`src/rtl/swp_pkg.sv`:
```
package swp_pkg;
  localparam int CW = 20;
  typedef logic [CW-1:0] cyc_t;
  typedef enum logic [1:0] {ST_IDLE, ST_LOW, ST_PWAIT, ST_PDRV} st_e;
  typedef struct packed {
    cyc_t rst_min;
    cyc_t smp;
    cyc_t pdh;
    cyc_t pdl;
    cyc_t rdl;
    cyc_t hold;
  } tim_t;
endpackage

```
`src/rtl/swp_sync.sv`:
```
module swp_sync #(
  parameter int STAGES = 2
) (
  input  logic clk_i,
  input  logic rst_ni,
  input  logic d_i,
  output logic q_o
);
  logic [STAGES-1:0] sr_q;

  always_ff @(posedge clk_i or negedge rst_ni) begin
    if (!rst_ni) sr_q <= '1;  // line idles high
    else         sr_q <= {sr_q[STAGES-2:0], d_i};
  end

  assign q_o = sr_q[STAGES-1];
endmodule

```
`src/rtl/swp_tsel.sv`:
```
module swp_tsel
  import swp_pkg::*;
#(
  parameter int STD_RST_MIN = 4800,
  parameter int OD_RST_MIN  = 480,
  parameter int STD_SMP     = 300,
  parameter int OD_SMP      = 30,
  parameter int STD_PDH     = 300,
  parameter int OD_PDH      = 30,
  parameter int STD_PDL     = 1200,
  parameter int OD_PDL      = 120,
  parameter int STD_RDL     = 450,
  parameter int OD_RDL      = 50,
  parameter int STD_HOLD    = 50,
  parameter int OD_HOLD     = 10
) (
  input  logic od_i,
  output tim_t tim_o
);
  localparam tim_t TIM_STD = '{rst_min: cyc_t'(STD_RST_MIN), smp: cyc_t'(STD_SMP),
                               pdh: cyc_t'(STD_PDH), pdl: cyc_t'(STD_PDL),
                               rdl: cyc_t'(STD_RDL), hold: cyc_t'(STD_HOLD)};
  localparam tim_t TIM_OD  = '{rst_min: cyc_t'(OD_RST_MIN), smp: cyc_t'(OD_SMP),
                               pdh: cyc_t'(OD_PDH), pdl: cyc_t'(OD_PDL),
                               rdl: cyc_t'(OD_RDL), hold: cyc_t'(OD_HOLD)};

  assign tim_o = od_i ? TIM_OD : TIM_STD;
endmodule

```
`src/rtl/swp_holdoff.sv`:
```
module swp_holdoff
  import swp_pkg::*;
(
  input  logic clk_i,
  input  logic rst_ni,
  input  logic rise_i,
  input  cyc_t hold_i,
  output logic busy_o
);
  cyc_t cnt_q;

  always_ff @(posedge clk_i or negedge rst_ni) begin
    if (!rst_ni)           cnt_q <= '0;
    else if (rise_i)       cnt_q <= hold_i;
    else if (cnt_q != '0)  cnt_q <= cnt_q - 1'b1;
  end

  assign busy_o = (cnt_q != '0);

  AST_HOLD_ARMS: assert property (@(posedge clk_i) disable iff (!rst_ni)
    (rise_i && hold_i > cyc_t'(1)) |=> busy_o);
endmodule

```
`src/rtl/sw_slave_phy.sv`:
```
module sw_slave_phy
  import swp_pkg::*;
#(
  parameter int STD_RST_MIN = 4800,
  parameter int OD_RST_MIN  = 480,
  parameter int OD_RST_MAX  = 800,
  parameter int STD_SMP     = 300,
  parameter int OD_SMP      = 30,
  parameter int STD_PDH     = 300,
  parameter int OD_PDH      = 30,
  parameter int STD_PDL     = 1200,
  parameter int OD_PDL      = 120,
  parameter int STD_RDL     = 450,
  parameter int OD_RDL      = 50,
  parameter int STD_HOLD    = 50,
  parameter int OD_HOLD     = 10,
  parameter int SYNC_STAGES = 2
) (
  input  logic clk_i,
  input  logic rst_ni,
  input  logic line_i,
  output logic pull_low_o,
  output logic bit_valid_o,
  output logic bit_o,
  input  logic tx_en_i,
  input  logic tx_bit_i,
  output logic bus_rst_o,
  input  logic od_set_i,
  output logic od_o
);
  localparam cyc_t LONG_RST = cyc_t'(STD_RST_MIN);
  localparam cyc_t OD_KEEP  = cyc_t'(OD_RST_MAX);

  logic line_s, line_p, fall, rise;
  logic ho_busy;
  tim_t tim;
  st_e  state_q;
  cyc_t cnt_q;
  logic rd_zero_q, smp_done_q, od_q;
  logic rst_evt, low_long;

  swp_sync #(.STAGES(SYNC_STAGES)) u_sync (
    .clk_i(clk_i), .rst_ni(rst_ni), .d_i(line_i), .q_o(line_s));

  swp_tsel #(
    .STD_RST_MIN(STD_RST_MIN), .OD_RST_MIN(OD_RST_MIN),
    .STD_SMP(STD_SMP), .OD_SMP(OD_SMP), .STD_PDH(STD_PDH), .OD_PDH(OD_PDH),
    .STD_PDL(STD_PDL), .OD_PDL(OD_PDL), .STD_RDL(STD_RDL), .OD_RDL(OD_RDL),
    .STD_HOLD(STD_HOLD), .OD_HOLD(OD_HOLD)
  ) u_tsel (.od_i(od_q), .tim_o(tim));

  swp_holdoff u_hold (
    .clk_i(clk_i), .rst_ni(rst_ni), .rise_i(rise), .hold_i(tim.hold), .busy_o(ho_busy));

  always_ff @(posedge clk_i or negedge rst_ni) begin
    if (!rst_ni) line_p <= 1'b1;
    else         line_p <= line_s;
  end

  assign fall     = line_p & ~line_s;
  assign rise     = ~line_p & line_s;
  assign rst_evt  = (state_q == ST_LOW) && rise && (cnt_q >= tim.rst_min);
  assign low_long = (cnt_q >= LONG_RST);

  always_ff @(posedge clk_i or negedge rst_ni) begin
    if (!rst_ni) begin
      state_q     <= ST_IDLE;
      cnt_q       <= '0;
      rd_zero_q   <= 1'b0;
      smp_done_q  <= 1'b0;
      bit_valid_o <= 1'b0;
      bit_o       <= 1'b0;
      bus_rst_o   <= 1'b0;
    end else begin
      bit_valid_o <= 1'b0;
      bus_rst_o   <= 1'b0;
      case (state_q)
        ST_IDLE: begin
          if (fall && !ho_busy) begin
            state_q    <= ST_LOW;
            cnt_q      <= '0;
            rd_zero_q  <= tx_en_i & ~tx_bit_i;
            smp_done_q <= 1'b0;
          end
        end
        ST_LOW: begin
          if (rise) begin
            rd_zero_q <= 1'b0;
            cnt_q     <= '0;
            if (rst_evt) begin
              bus_rst_o <= 1'b1;
              state_q   <= ST_PWAIT;
            end else begin
              state_q <= ST_IDLE;
              if (!smp_done_q) begin
                bit_valid_o <= 1'b1;
                bit_o       <= 1'b1;
              end
            end
          end else begin
            if (cnt_q != '1) cnt_q <= cnt_q + 1'b1;
            if (!smp_done_q && cnt_q == tim.smp) begin
              bit_valid_o <= 1'b1;
              bit_o       <= 1'b0;
              smp_done_q  <= 1'b1;
            end
          end
        end
        ST_PWAIT: begin
          if (cnt_q == tim.pdh) begin
            state_q <= ST_PDRV;
            cnt_q   <= '0;
          end else begin
            cnt_q <= cnt_q + 1'b1;
          end
        end
        ST_PDRV: begin
          if (cnt_q >= tim.pdl - 1'b1) begin
            state_q <= ST_IDLE;
            cnt_q   <= '0;
          end else begin
            cnt_q <= cnt_q + 1'b1;
          end
        end
        default: state_q <= ST_IDLE;
      endcase
    end
  end

  // speed flag: reset length rule wins over a set request
  always_ff @(posedge clk_i or negedge rst_ni) begin
    if (!rst_ni)       od_q <= 1'b0;
    else if (rst_evt)  od_q <= od_q && (cnt_q <= OD_KEEP);
    else if (od_set_i) od_q <= 1'b1;
  end

  assign od_o       = od_q;
  assign pull_low_o = (state_q == ST_PDRV) ||
                      ((state_q == ST_LOW) && rd_zero_q && (cnt_q < tim.rdl));

  AST_RST_PULSE: assert property (@(posedge clk_i) disable iff (!rst_ni)
    bus_rst_o |=> !bus_rst_o);
  AST_BIT_PULSE: assert property (@(posedge clk_i) disable iff (!rst_ni)
    bit_valid_o |=> !bit_valid_o);
  AST_OD_SET: assert property (@(posedge clk_i) disable iff (!rst_ni)
    (od_set_i && !rst_evt) |=> od_o);
  AST_LONG_RST_STD: assert property (@(posedge clk_i) disable iff (!rst_ni)
    (rst_evt && low_long) |=> !od_o);
  AST_HOLDOFF_IGNORE: assert property (@(posedge clk_i) disable iff (!rst_ni)
    (state_q == ST_IDLE && fall && ho_busy) |=> (state_q == ST_IDLE));
endmodule

```
`config.mk`:
```
export PLATFORM = sky130hd
export DESIGN_NAME = sw_slave_phy
export DESIGN_NICKNAME = d
export VERILOG_FILES = /design/src/rtl/swp_pkg.sv /design/src/rtl/swp_sync.sv /design/src/rtl/swp_tsel.sv /design/src/rtl/swp_holdoff.sv /design/src/rtl/sw_slave_phy.sv
export SDC_FILE = /design/constraint.sdc
export NUM_CORES = 1
export LEC_CHECK = 0
export BUFFER_PORTS_ARGS = -buffer_cell sky130_fd_sc_hd__buf_4
export CORE_UTILIZATION = 38
export CTS_BUF_LIST = sky130_fd_sc_hd__clkbuf_8
export DETAILED_ROUTE_END_ITERATION = 8
export GPL_TIMING_DRIVEN = 0
export PLACE_DENSITY_LB_ADDON = 0.08
export SLEW_MARGIN = 15
export SYNTH_ARGS = -nofsm -noshare
export SYNTH_HDL_FRONTEND = slang
export SYNTH_SLANG_ARGS = --single-unit
```
`constraint.sdc`:
```
create_clock -name clk_i -period 3.2 [get_ports clk_i]
set_input_delay 0.16 -clock clk_i [delete_from_list [all_inputs] [get_ports clk_i]]
set_output_delay 0.16 -clock clk_i [all_outputs]
set_load 0.1 [all_outputs]
```
---- Word-level counts from Yosys, hierarchy flattened ----
Cells that the tools add are included.
Widths: inputs -> output; s select.
word-level totals
  output and inout bits ................... 5
  register bits ........................... 51
  logic and storage cells ................. 96
  bits of input ports ..................... 6
cells by class
  reduce and logical (&&, ||, !) cells .... 21
  multiplexer cells ....................... 36
  add/sub/neg operators ................... 3
  bitwise logic cells ..................... 6
  eq/ne operators ......................... 15
  order comparisons ....................... 4
operator list
  operator               number
  $mux 20                7
  $mux 113               1
  $pmux 20 s4            1
  $eq 20x20->1           2
  $ge 20x20->1           2
  $sub 20x1->20 const B  2
  $add 20x1->20 const B  1
  $le 20x10->1 const B   1
  $lt 20x20->1           1
  $ne 20x20->1 const B   1
  $reduce_bool 20->1     1
  $mux 1                 19
  $ne 2x2->1 const B     8
  $reduce_and 4->1       3
  $mux 2                 5
  $pmux 2 s4             1
  $reduce_bool 2->1      4
  $logic_and 1x1->1      7
  $eq 2x2->1 const B     2
  $pmux 1 s2             2
  $and 1x1->1            3
  $ne 3x3->1 const B     1
  $not 1->1              3
  $reduce_and 3->1       1
  other kinds (5)        6

---- Depth between registers and ports, before layout ----
Gate-level depths: netlist (run 1).
  depth after elaboration ................. 7
  gate-level depth with buffers ........... 10
  gate-level depth less buffers ........... 8

---- By module ----
A second synthesis (run 1) with hierarchy kept.
second synthesis, totals
  cell total of the unflattened synthesis .. 714
  area, all modules ....................... 5933.2 µm²
modules (own cells, without submodules)
  module        area each (µm²)  instances  cells an instance
  sw_slave_phy  3818.7           1          467
  swp_holdoff   1157.4           1          123
  swp_tsel      904.6            1          122
  swp_sync      52.6             1          2

---- Least setup slack after synthesis (run 1) ----
No wires, ideal clock.
  path type ............................... reg2out
  from .................................... register od_q, in the netlist od_o
  to ...................................... output port pull_low_o
  buffers on the path ..................... 0
  arrival time ............................ 3.572 ns
  setup slack ............................. -0.532 ns
  stages on the path, launching flop included .. 9
  path through ............................ dfrtp_1 inv_1 ha_1 o31a_1 o21ai_0 a21oi_1 o21ai_0 a2111oi_0 nor2_1
on the way
  word-level cells in the longest chain between the ends .. 4
ends and longest elaborated chain
  element                 RTL line             source
  start, declared         sw_slave_phy.sv:39   logic rd_zero_q, smp_done_q, od_q;
  start signal, assigned  sw_slave_phy.sv:133  else if (rst_evt) od_q <= od_q && (cnt_q <= OD_KEEP);
  $mux 113                swp_tsel.sv:27       assign tim_o = od_i ? TIM_OD : TIM_STD;
  $lt 20x20->1            sw_slave_phy.sv:139  ((state_q == ST_LOW) && rd_zero_q && (cnt_q < tim.rdl));
  $logic_and 1x1->1       sw_slave_phy.sv:139
  $logic_or 1x1->1        sw_slave_phy.sv:138  assign pull_low_o = (state_q == ST_PDRV) ||
  end, declared           sw_slave_phy.sv:22   output logic pull_low_o,
No other way between the ends.

---- Worst setup path in the final report (run 1) ----
  from .................................... register od_q, in the netlist od_o
  to ...................................... register cnt_q[2]
on the way
  word-level cells in the longest chain between the ends .. 5
ends and longest elaborated chain
  element               RTL line             source
  $mux 113 (*)          swp_tsel.sv:27
  $sub 20x1->20         sw_slave_phy.sv:118  if (cnt_q >= tim.pdl - 1'b1) begin
  $ge 20x20->1          sw_slave_phy.sv:118
  $mux 20               sw_slave_phy.sv:118
  $pmux 20 s4 (*)       sw_slave_phy.sv:77   case (state_q)
  end signal, assigned  sw_slave_phy.sv:101  if (cnt_q != '1) cnt_q <= cnt_q + 1'b1;
  end signal, assigned  sw_slave_phy.sv:114  cnt_q <= cnt_q + 1'b1;
  end signal, assigned  sw_slave_phy.sv:122  cnt_q <= cnt_q + 1'b1;
  end, declared         sw_slave_phy.sv:38   cyc_t cnt_q;
Every way passes the cells marked *; elsewhere a longest branch is shown, timed or not.
A chain may end at the register's enable or synchronous reset.

==> results of run 1 <==
worst max-delay path: stages (launching register included):
cell and delay (ps):
dfrtp_2 520, inv_1 180, ha_1 360, or4_1 380, or4_1 400, buf_2 170, a32oi_2 340, buf_6 200
o21ai_2 50, a211o_1 290
timing repair:
item                       CTS  global route
setup endpoints to repair    0             4
hold endpoints to repair    49             0
resized for setup            0             2
hold buffers                 2             0
synthesized netlist by cell type, drive strengths merged (4+ instances only):
cell type / number / area [um2]
a211o: 4 / 35.0
a21oi: 16 / 80.1
a31oi: 12 / 75.1
a41oi: 4 / 35.0
and3: 5 / 31.3
clkbuf: 11 / 41.3
dfrtp: 48 / 1200
ha: 15 / 188
inv: 18 / 67.6
nand2: 23 / 86.3
nand2b: 4 / 25.0
nand3: 17 / 85.1
nand4: 6 / 37.5
nor2: 31 / 116
nor2b: 4 / 25.0
nor3: 13 / 65.1
nor4: 5 / 31.3
o21ai: 24 / 124
o2bb2ai: 4 / 35.0
or2: 4 / 25.0
or3: 10 / 62.6
or4: 7 / 56.3
xnor2: 10 / 87.6
xor2: 4 / 35.0
metal layers:
metal	wire length [um]	global-route usage	up-vias
met4	70	0.0476	0
met3	182	0.0315	7
met5	0	0	-
li1	-	-	1289
met1	3710	0.272	1324
met2	3400	0.296	38
worst min-delay path by stage:
| stage | to | slack [ps] | startpoint |
|---|---|---|---|
| 6_report | od_o | 70 | od_set_i |
| 3_3_place_gp | u_hold.cnt_q[7] | 240 | rst_ni |
| 3_5_place_dp | u_hold.cnt_q[6] | 240 | rst_ni |
| 2_1_floorplan | async pin | -140 | rst_ni |
| 4_1_cts | od_o | 70 | od_set_i |
| 5_1_grt | od_o | 70 | od_set_i |
final cells by class:
| type | instances | area (um2) | area share |
|---|---|---|---|
| Multi-Input combinational cell | 257 | 1650 | 0.487 |
| Sequential cell | 51 | 1280 | 0.378 |
| Tap cell | 102 | 128 | 0.0376 |
| Clock buffer | 7 | 96.3 | 0.0284 |
| Timing Repair Buffer | 12 | 95.1 | 0.0280 |
| Inverter | 18 | 67.6 | 0.0199 |
| Buffer | 14 | 62.6 | 0.0185 |
| Clock inverter | 1 | 7.51 | 0.00221 |
logic make-up after synthesis:
logic type | count (synthesis) | synth area share
xor gates and xnor gates | 14 | 0.0401
adders and majority gates | 15 | 0.0615
buffers and inverters | 32 | 0.0426
and+or+nand+nor | 139 | 0.242
AOI/OAI and AO/OA | 89 | 0.195
DFF | 51 | 0.419
sequential cells by signal (all words and copies together) (netlist names), named ones only:
signal,count
bus_rst_o,1
u_hold.cnt_q,20
state_q,1
cnt_q,20
u_sync.sr_q,2
line_p,1
od_o,1
smp_done_q,1
rd_zero_q,1
bit_o,1
bit_valid_o,1
through the flow:
step	hold WS, ps	cells	setup slack, ps	power [mW]	cell area, um2
2_1_floorplan	-136	340	115	1.31	3060
3_3_place_gp	241	452	145	1.46	3260
3_5_place_dp	240	452	161	1.47	3260
4_1_cts	67.6	462	163	1.90	3380
5_1_grt	72.7	462	27.6	2.02	3390
6_report	71.5	462	202	1.89	3390
power by group through the flow:
stage          logic [mW]  clock network [mW]  registers [mW]
2_1_floorplan       0.464                   0           0.848
5_1_grt             0.698               0.458           0.869
4_1_cts             0.618               0.434           0.848
3_3_place_gp        0.605                   0           0.857
6_report            0.617               0.424           0.847
3_5_place_dp        0.617                   0           0.857
==> impl_metrics.json, run 1 <==
{
  "layout_commonest_cell": "dfrtp_1",
  "grt_pass1_vias": 2510,
  "grt_overflow_total": 0,
  "layout_common_cells": "47 x dfrtp_1, 30 x nor2_1, 23 x o21ai_0, 23 x nand2_1, 18 x inv_1",
  "setup_viol_count_final": 0,
  "critPathKind": "flop to flop",
  "power_switching_mw": 0.700,
  "clk_pin_slew_ps": 100,
  "cp.required_ps": 3400,
  "htree_levels": 2,
  "seq_area_frac_synth": 0.419,
  "max_freq_mhz": 334,
  "status": "complete, no violations",
  "post-route-util": 0.437,
  "io_buffers": 10,
  "finalCritPeriodShare": 0.937,
  "internal_power_mw": 1.19,
  "grt_pass1_wl_um": 12600,
  "ys_ff_latch": 51,
  "track_usage": 0.189,
  "clock_path_buffers": 2,
  "synthFlopType": "dfrtp_1",
  "drt-initial-drc-count": 143,
  "synth_edf_count": 0,
  "vias": 2658,
  "wl_per_cell_um": 15.9,
  "synth_cell_types": 53,
  "worstHoldPathCells": 2,
  "cp_max_fo": 12,
  "rows": 32,
  "end_kind": "flop",
  "antenna_found_initial": 0,
  "fin_tns_setup_ps": 0,
  "skew_ps": 6.78,
  "yosys_warnings": 0,
  "cts_root_buf": "clkbuf_8",
  "sw_frac_of_total": 0.371,
  "first_pass_iters": 4,
  "period_needed_ps": 3000,
  "grt_max_degree": 52,
  "synthesis.nets": 361,
  "cp.arrival_ps": 3200,
  "max_slew_margin": 0.531,
  "clk-insertion-delay-late_ps": 310,
  "p_per_area_mw_per_mm2": 557,
  "clockPowerShare": 0.224,
  "n_fill_cell": 806,
  "n_antenna_cell": 0,
  "worstSetupStartpoint": "od_o",
  "core_mm2": 0.00777,
  "worst_setup_path_start_kind": "flop",
  "power_frac_seq": 0.449,
  "slew_violations": 0,
  "drc": 0,
  "final_antenna_net_count": 0,
  "combPwrFrac": 0.327,
  "drt-total-wl_um": 7370,
  "maxCapViolCount": 0,
  "area_growth_pct": 11.0,
  "drive_gt1_frac": 0.0972,
  "ir_drop_uv": 204,
  "clkSinkCount": 51,
  "die_h_um": 91.7,
  "cts_setup_buffers": 0,
  "crit_path_end": "cnt_q[2]",
  "die_w_um": 91.7,
  "synthCells": 340,
  "rr_worst_depth": 9,
  "synthArstFlopShare": 1.00,
  "r2r_slack_ps": 200,
  "min_path_type": "input port to flop",
  "initial_core_util": 0.393,
  "synth_area_mm2": 0.00305,
  "rsz0062_at_grt": "false",
  "die_area_mm2": 0.00840,
  "r2r-end": "cnt_q[2]",
  "cts_tree": "done",
  "syn_area_per_cell_um2": 8.98,
  "nNetsFinal": 380,
  "finalHoldViolCount": 0,
  "ios": 11,
  "reg2reg_from": "od_o",
  "hpwl_um": 5290,
  "p_leak_nw": 1.40,
  "place.gp.congestion": 0.806,
  "tightestPinTransition_ps": 697,
  "vias_per_cell": 5.75,
  "numCtsBuffers": 5
}
(Power assumes the default switching activity.)
==> inputs of run 2 (changes only) <==
--- a/config.mk
+++ b/config.mk
@@ -10,5 +10,4 @@
 export CTS_BUF_LIST = sky130_fd_sc_hd__clkbuf_8
 export DETAILED_ROUTE_END_ITERATION = 8
-export GPL_TIMING_DRIVEN = 0
 export PLACE_DENSITY_LB_ADDON = 0.08
 export SLEW_MARGIN = 15
==> constraint.sdc (replaced) <==
create_clock -name clk_i -period 3.2 [get_ports clk_i]
set_input_delay 0.16 -clock clk_i [delete_from_list [all_inputs] [get_ports clk_i]]
set_output_delay 0.16 -clock clk_i [all_outputs]
set_load 0.02 [all_outputs]
==> run 2 against run 1 <==
  * Hold slack improved by 55 ps
  * Via count fell by 0.68%
  * Critical path depth fell by 3
  * Combinational power fell by 3.4%
  * Sequential share of layout area fell by 0.56 points
  * Clock-buffer cell count unchanged
  * Total power decreased by 1.0%
  * Core utilization grew 0.61 points
==> impl_metrics.json, run 2 (synthesis results as in run 1) <==
{
  "tightestPinTransition_ps": 775,
  "sw_frac_of_total": 0.361,
  "rsz0062_at_grt": "false",
  "stdcell_area_mm2": 0.00344,
  "worstSetupStartpoint": "cnt_q[17]",
  "crit_path_max_incr_delay_ps": 660,
  "first_pass_iters": 4,
  "path_buf_inv": 0,
  "clockPowerShare": 0.226,
  "cts_tree": "done",
  "clock_path_buffers": 2,
  "clk_pin_slew_ps": 100,
  "grt_max_degree": 52,
  "vias": 2640,
  "skew_ps": 5.15,
  "finalWorstSetupSlack_ps": 218,
  "min_path_type": "input port to flop",
  "finalHoldViolCount": 0,
  "cp.arrival_ps": 3170,
  "max_freq_mhz": 335,
  "critPathKind": "flop to flop",
  "grt_pass1_wl_um": 12700,
  "wl_per_cell_um": 16.1,
  "fin_cells": 464,
  "slew_violations": 0,
  "combPwrFrac": 0.319,
  "reg2reg_from": "cnt_q[17]",
  "fin_tns_setup_ps": 0,
  "finalCritPeriodShare": 0.932,
  "clkSinkCount": 51,
  "drive_gt1_frac": 0.124,
  "final-seq-area_mm2": 0.00128,
  "area_growth_pct": 12.6,
  "die_w_um": 91.7,
  "biggestRegsByFlops": "cnt_q: 20 flops, u_hold.cnt_q: 20 flops, u_sync.sr_q: 2 flops",
  "power_frac_seq": 0.455,
  "place_inst": 454,
  "htree_levels": 2,
  "slowest_stage": "or4_1",
  "numCtsBuffers": 5,
  "antenna_found_initial": 0,
  "die_h_um": 91.7,
  "period_needed_ps": 2980,
  "hpwl_um": 5440,
  "p_leak_nw": 1.45,
  "track_usage": 0.193,
  "drc": 0,
  "vias_per_cell": 5.69,
  "cts_root_buf": "clkbuf_8",
  "drt-initial-drc-count": 114,
  "worst_setup_path_start_kind": "flop",
  "internal_power_mw": 1.19,
  "place.gp.congestion": 0.806,
  "layout_commonest_cell": "dfrtp_1",
  "grt_overflow_total": 0,
  "p_per_area_mw_per_mm2": 543,
  "status": "complete, no violations",
  "setup_viol_count_final": 0,
  "io_buffers": 10,
  "hp-start": "od_set_i",
  "initial_core_util": 0.393,
  "end_kind": "flop",
  "rows": 32,
  "core_mm2": 0.00777,
  "clk-insertion-delay-late_ps": 300,
  "n_fill_cell": 799,
  "final_antenna_net_count": 0,
  "dp_slack_ps": 242,
  "die_area_mm2": 0.00840,
  "place_area_mm2": 0.00331,
  "grt_pass1_vias": 2487,
  "crit_chain": "or4_4, nand4b_4, or4_1, a32o_1, nand2_1, o22ai_1",
  "cp.required_ps": 3390,
  "max_slew_margin": 0.483,
  "multi_input_area_mm2": 0.00164,
  "n_antenna_cell": 0,
  "cp_top_family": "simple AND/OR/NAND/NOR gates",
  "power_switching_mw": 0.674,
  "nNetsFinal": 382,
  "ir_drop_uv": 169,
  "cp_max_fo": 20,
  "drt-total-wl_um": 7490,
  "ios": 11,
  "layout_common_cells": "48 x dfrtp_1, 31 x nor2_1, 26 x buf_4",
  "maxCapViolCount": 0,
  "cts_setup_buffers": 0
}
run 2: layout make-up:
cell class | instances | area share
multi-input combinational | 257 | 0.478
sequential | 51 | 0.372
timing repair buffer | 28 | 0.0626
tap | 102 | 0.0371
clock buffer | 7 | 0.0280
inverter | 18 | 0.0197
clock inverter | 1 | 0.00218
run 2: path summary, 6_finish.rpt:
path	cells past startpoint	slack, ps	endpoint
worst max-delay path	6	220	cnt_q[7]
worst min-delay path	2	130	od_o
worst max register to register	6	220	cnt_q[7]
worst min register to register	0	360	u_sync.sr_q[1]
max in group asynchronous	2	2350	cnt_q[3]
min in group asynchronous	2	420	u_hold.cnt_q[6]
run 2: per-stage QoR:
step | power, mW | util | hold WS [ps]
after global placement | 1.46 | 0.427 | 250
after detailed placement | 1.46 | 0.427 | 245
after CTS | 1.90 | 0.443 | 115
final | 1.87 | 0.443 | 126
after floorplan | 1.29 | - | -136
after global routing | 2.02 | 0.443 | 121
run 2: power by group through the flow:
stage,sequential (mW),combinational (mW),clock (mW)
finish,0.850,0.596,0.422
global placement,0.862,0.596,0
global route,0.869,0.683,0.464
detailed placement,0.861,0.599,0
floorplan,0.838,0.456,0
CTS,0.850,0.604,0.441
run 2: timing repair:
| item | CTS | global route |
|---|---|---|
| hold endpoints to repair | 49 | 0 |
| hold buffers | 2 | 0 |
| gates resized for setup | 0 | 0 |
| setup endpoints to repair | 0 | 0 |
run 2: metal layers:
metal	global-route usage	vias to the layer above	part of all wire	routed length, um
li1	-	1288	-	-
met1	0.281	1300	0.51	3840
met2	0.299	46	0.45	3360
met3	0.0307	6	0.028	207
met4	0.0503	0	0.0099	74
met5	0	-	0	0
run 2: worst register-to-register path, delay by kind of cell (launching register included):
| family | cells | cell delay, ps |
|---|---|---|
| DFF | 1 | 460 |
| AOI/OAI and AO/OA | 2 | 690 |
| and+or+nand+nor | 4 | 1710 |
